===== src/rtl/tern_rdwin.sv =====
module tern_rdwin #(
  parameter int W    = 8,
  parameter int AW   = 4,
  parameter int DMIN = 2,
  parameter int DMAX = 5
) (
  input  logic          clk,
  input  logic          rst_n,
  input  logic          en_h,
  input  logic          en_l,
  input  logic [AW-1:0] addr_h,
  input  logic [AW-1:0] addr_l,
  input  logic [W-1:0]  rd_h,
  input  logic [W-1:0]  rd_l,
  input  logic          wr_done,
  input  logic [AW-1:0] wa_h,
  input  logic [AW-1:0] wa_l,
  input  logic [W-1:0]  upd_h,
  input  logic [W-1:0]  upd_l,
  output logic [W-1:0]  q_h,
  output logic [W-1:0]  q_l
);
  localparam int CW   = $clog2(DMAX + 2);
  localparam bit EARLY = (DMIN < DMAX);

  logic          pv_eh, pv_el;
  logic [AW-1:0] pv_ah, pv_al;
  logic [W-1:0]  sv_h, sv_l;
  logic          sv_one, sv_zero;
  logic          pend;
  logic [CW-1:0] cnt;

  logic          en_zero, en_one, trig, wr_hit;
  logic [W-1:0]  src_h, src_l, mg_h, mg_l, fin_h, fin_l, bl_h, bl_l;
  logic          src_one, src_zero;
  logic [W-1:0]  nq_h, nq_l;
  logic          pend_n;
  logic [CW-1:0] cnt_n;

  assign en_zero = ~en_h & en_l;
  assign en_one  = en_h & ~en_l;
  assign trig    = !en_zero && ({en_h, en_l, addr_h, addr_l} != {pv_eh, pv_el, pv_ah, pv_al});
  assign wr_hit  = wr_done && !en_zero && (&((wa_h & addr_h) | (wa_l & addr_l)));

  assign src_h    = trig ? rd_h : sv_h;
  assign src_l    = trig ? rd_l : sv_l;
  assign src_one  = trig ? en_one : sv_one;
  assign src_zero = trig ? en_zero : sv_zero;

  assign mg_h  = src_h | q_h;
  assign mg_l  = src_l | q_l;
  assign fin_h = src_one ? src_h : (src_zero ? q_h : mg_h);
  assign fin_l = src_one ? src_l : (src_zero ? q_l : mg_l);
  assign bl_h  = src_zero ? q_h : mg_h;
  assign bl_l  = src_zero ? q_l : mg_l;

  always_comb begin
    nq_h   = q_h;
    nq_l   = q_l;
    pend_n = pend;
    cnt_n  = cnt;
    if (trig) begin
      if (DMAX == 0) begin
        nq_h   = fin_h;
        nq_l   = fin_l;
        pend_n = 1'b0;
        cnt_n  = '0;
      end else begin
        if (EARLY && DMIN == 0) begin
          nq_h = bl_h;
          nq_l = bl_l;
        end
        pend_n = 1'b1;
        cnt_n  = CW'(1);
      end
    end else if (pend) begin
      if (cnt == CW'(DMAX)) begin
        nq_h   = fin_h;
        nq_l   = fin_l;
        pend_n = 1'b0;
        cnt_n  = '0;
      end else begin
        if (EARLY && cnt == CW'(DMIN)) begin
          nq_h = bl_h;
          nq_l = bl_l;
        end
        cnt_n = cnt + CW'(1);
      end
    end
    if (wr_hit) begin
      nq_h = nq_h | upd_h;
      nq_l = nq_l | upd_l;
    end
  end

  always_ff @(posedge clk) begin
    if (!rst_n) begin
      q_h     <= '1;
      q_l     <= '1;
      pend    <= 1'b0;
      cnt     <= '0;
      pv_eh   <= 1'b0;
      pv_el   <= 1'b1;
      pv_ah   <= '0;
      pv_al   <= '0;
      sv_h    <= '1;
      sv_l    <= '1;
      sv_one  <= 1'b0;
      sv_zero <= 1'b0;
    end else begin
      q_h   <= nq_h;
      q_l   <= nq_l;
      pend  <= pend_n;
      cnt   <= cnt_n;
      pv_eh <= en_h;
      pv_el <= en_l;
      pv_ah <= addr_h;
      pv_al <= addr_l;
      if (trig) begin
        sv_h    <= rd_h;
        sv_l    <= rd_l;
        sv_one  <= en_one;
        sv_zero <= en_zero;
      end
    end
  end
endmodule


===== config.mk =====
export PLATFORM = sky130hd
export DESIGN_NAME = tern_rdwin
export DESIGN_NICKNAME = d
export VERILOG_FILES = /design/src/rtl/tern_rdwin.sv
export SDC_FILE = /design/constraint.sdc
export NUM_CORES = 1
export LEC_CHECK = 0
export BUFFER_PORTS_ARGS = -buffer_cell sky130_fd_sc_hd__buf_4
export CAP_MARGIN = 30
export CORE_ASPECT_RATIO = 0.75
export CORE_MARGIN = 2
export CORE_UTILIZATION = 51
export DETAILED_ROUTE_END_ITERATION = 8
export HOLD_SLACK_MARGIN = 0.1
export PLACE_DENSITY = 0.9
export SKIP_CTS_REPAIR_TIMING = 1
export SYNTH_ARGS = -nofsm -noshare
export SYNTH_HDL_FRONTEND = slang
export SYNTH_SLANG_ARGS = --single-unit

===== constraint.sdc =====
create_clock -name clk -period 2.7 [get_ports clk]
set_clock_uncertainty 0.1 [all_clocks]
set_input_delay 0.135 -clock clk [delete_from_list [all_inputs] [get_ports clk]]
set_output_delay 0.135 -clock clk [all_outputs]
set_load 0.02 [all_outputs]

==> metrics <==
Max Fclk=around 410 MHz; max_slew headroom=0.4652; syn_area_per_cell=between 8 and 9 um2; Max Root-Sink Buffers=2; Endpoint, Worst Hold=q_h[4]; Worst IR Drop VDD=approximately 0.31 mV; Remaining DRCs=0; CP endpoint kind=flop; Syn Std Cell Area=roughly 2200 um2; crit-path max FO=12; critical path class=primary input to flop; Reg-to-Reg Start=pv_ah[2]; Power Total=~1.5 mW; RSZ-0062 raised after global routing=false; Most used DFF post-synth=dfxtp_1; WL final=roughly 5800 um; yosys warns=0; Die Ht=between 60 and 70 um; Post-synth ARST share=0; Pins Over Slew Limit=0; worst-margin pin slew=around 0.8 ns; register share of total power=0.508; post-synth top area cell=dfxtp_1; Wirelength per Cell=around 15 um; Reg2Reg Setup Slack=0.54 ns; die width=~80 um; Seq/Total Area, Yosys=0.4307; NetSw=0.3451 mW; Clk network pwr share=0.341; grt total ovfl=0; hold path depth=4; Port-buffer cells=68; die footprint=around 5000 um2; 1st-pass router iterations=4; first-pass GRT wire length=approximately 8400 um; CP bufs+invs=2; htree depth=2; Starting Density=0.5403; crit-path cells=dlygate4sd3_1 -> buf_4 -> nor2b_1 -> nor3b_1 -> nand2_1 -> o21ai_0 -> a2111o_1; Comb power frac=0.151; Core Rows=20; Layout area overhead=43.24%; Leakage=~1.4 nW; final hold vios=0; # IOs=between 60 and 70; fraction of layout cells with a size suffix above 1=0.2478; Worst Hold Launch=upd_h[4]; P_int=1.139 mW; via count=around 2,100; Routed Antenna Nets=0; cells taking the most area after synthesis=dfxtp_1 (43%), a2111o_1 (8.1%), mux2i_1 (7.2%), nand2_1 (7.1%), o21a_1 (6.1%); Vias/cell=~5.3; Total Neg Setup Slack=0 ns; vias in the first global route=~1,900; pin count of the biggest net entering global routing=48; clock slew at reported path FFs=about 0.080 ns; Synth cell types=28; Synth top area share=0.4307; worst reg2reg path depth=5; Antenna Cells=0; Worst R2R End=q_h[1]; switching part of the total power=0.2325; TritonCTS clock tree=built; Power Dens Cells=approximately 460 nW/um2; number of max-cap violations=0; CTS Root Buffer Type=clkbuf_8; final setup vio count=0; hpwl dp=around 3600 um; Final Critical Period=~2.4 ns; gp weighted congestion=between 0.7 and 0.8; Crit path largest cell delay=roughly 0.69 ns; Synth Net Count=about 300; Worst setup SP type=primary input; initial antenna violation count=0; Clock Sinks=48; final worst-path cycle share=0.9040; worst path arrival time=roughly 2.6 ns; Tot GR Track Use=0.2193; core area=about 4100 um2; Critical Path RT=2.84 ns; CTS buffer count=5; Seq cells post-synth=48; drt initial violations=a little under 80; Slowest cell on crit path=nor3b_1; Worst-Skew Late Latency=roughly 0.29 ns; post-synthesis cell count=roughly 250; Hold/Removal Path Class=primary input to flop; crit-path leading delay family=simple AND/OR/NAND/NOR gates; Post-synth EDFFs=0; status=complete, no violations; FILL cells=between 200 and 300; NumNets Final=395
[metrics by stage]
step / setup slack (ns) / hold WS, ns / std cells / cell area, um2 / utilization
4_1_cts: 0.5349 / -0.05831 / 369 / 2905 / 0.7036
3_3_place_gp: 0.6712 / 0.2494 / 361 / 2798 / 0.6776
2_1_floorplan: 0.8126 / 0.1365 / 248 / 2231 / -
3_5_place_dp: 0.6143 / 0.2532 / 361 / 2798 / 0.6776
6_report: 0.2593 / 0.08837 / 398 / 3196 / 0.7739
5_1_grt: 0.1293 / 0.1091 / 398 / 3196 / 0.7739
[per-layer routing]
layer	track usage	part of all wire	vias to the layer above
met2	0.3655	0.49	72
met1	0.2745	0.44	980
met3	0.06158	0.055	10
met5	0.04000	0	-
li1	-	-	1056
met4	0.07990	0.015	0
[cells in the mapped netlist, types with 2 or more instances]
master / n
nor4_2: 2
nand2b_1: 3
o21ai_0: 12
buf_2: 4
a22oi_1: 4
xor2_1: 11
mux2i_1: 16
and2_1: 9
nor2_1: 4
o21a_1: 18
nand3_1: 5
a21oi_1: 2
clkbuf_1: 10
nand2_1: 42
nor3_1: 18
a2111o_1: 16
inv_1: 13
nor2b_1: 2
dfxtp_1: 48
[cell families after synthesis]
kind of cell           synth area share
AO/OA/AOI/OAI                    0.1985
XOR/XNOR                        0.04318
buffers and inverters           0.04768
flip-flops                       0.4307
multiplexers                    0.07179
AND/OR/NAND/NOR                  0.2081
[sequential cells by signal (all words and copies together) (netlist names), 3 cells and up]
name,count
sv_l,8
cnt,3
q_h,8
pv_al,4
q_l,8
sv_h,8
pv_ah,4
[power by group through the flow]
stage / combinational [mW] / sequential, mW / clock (mW)
6_report: 0.224 / 0.753 / 0.506
5_1_grt: 0.245 / 0.757 / 0.546
4_1_cts: 0.189 / 0.753 / 0.515
3_5_place_dp: 0.187 / 0.770 / 0
3_3_place_gp: 0.182 / 0.769 / 0
2_1_floorplan: 0.102 / 0.765 / 0
[final cells by class]
type                            count  area (um2)  share of cell area
Clock buffer                        6       72.57             0.02271
Clock inverter                      2       35.03             0.01096
Inverter                           13       48.80             0.01527
Multi-Input combinational cell    173        1179              0.3688
Sequential cell                    48       960.9              0.3007
Tap cell                           55       68.82             0.02153
Timing Repair Buffer              101       830.8              0.2600
[placed cells by master (no fill, tap or decap), types with 5 or more instances in the layout]
cell type / instances
nor3_1: 18
dlygate4sd3_1: 29
nand3_1: 5
buf_4: 72
xor2_1: 11
o21ai_0: 12
a2111o_1: 16
dfxtp_1: 48
clkbuf_8: 5
mux2i_1: 16
o21a_1: 18
and2_1: 9
inv_1: 13
nand2_1: 42
[how the worst max path moves through the flow]
stage	startpoint	to	slack (ns)	cells after the start
final	en_l	q_h[1]	0.26	7
after global routing	en_l	q_h[1]	0.13	7
after CTS	pv_ah[2]	q_h[1]	0.53	5
after detailed placement	pv_al[2]	q_h[1]	0.61	5
after global placement	pv_al[2]	q_h[1]	0.67	5
after floorplan	pv_al[2]	q_h[0]	0.81	6
[worst register-to-register path, stage by stage, from the launching register on]
cell and delay [ns]:
dfxtp_1 0.32, xor2_1 0.17, nor4_2 0.47, a31oi_4 0.15
nand4b_4 0.35, a2111o_1 0.49
No activity file was read; power rests on OpenSTA's default activity.
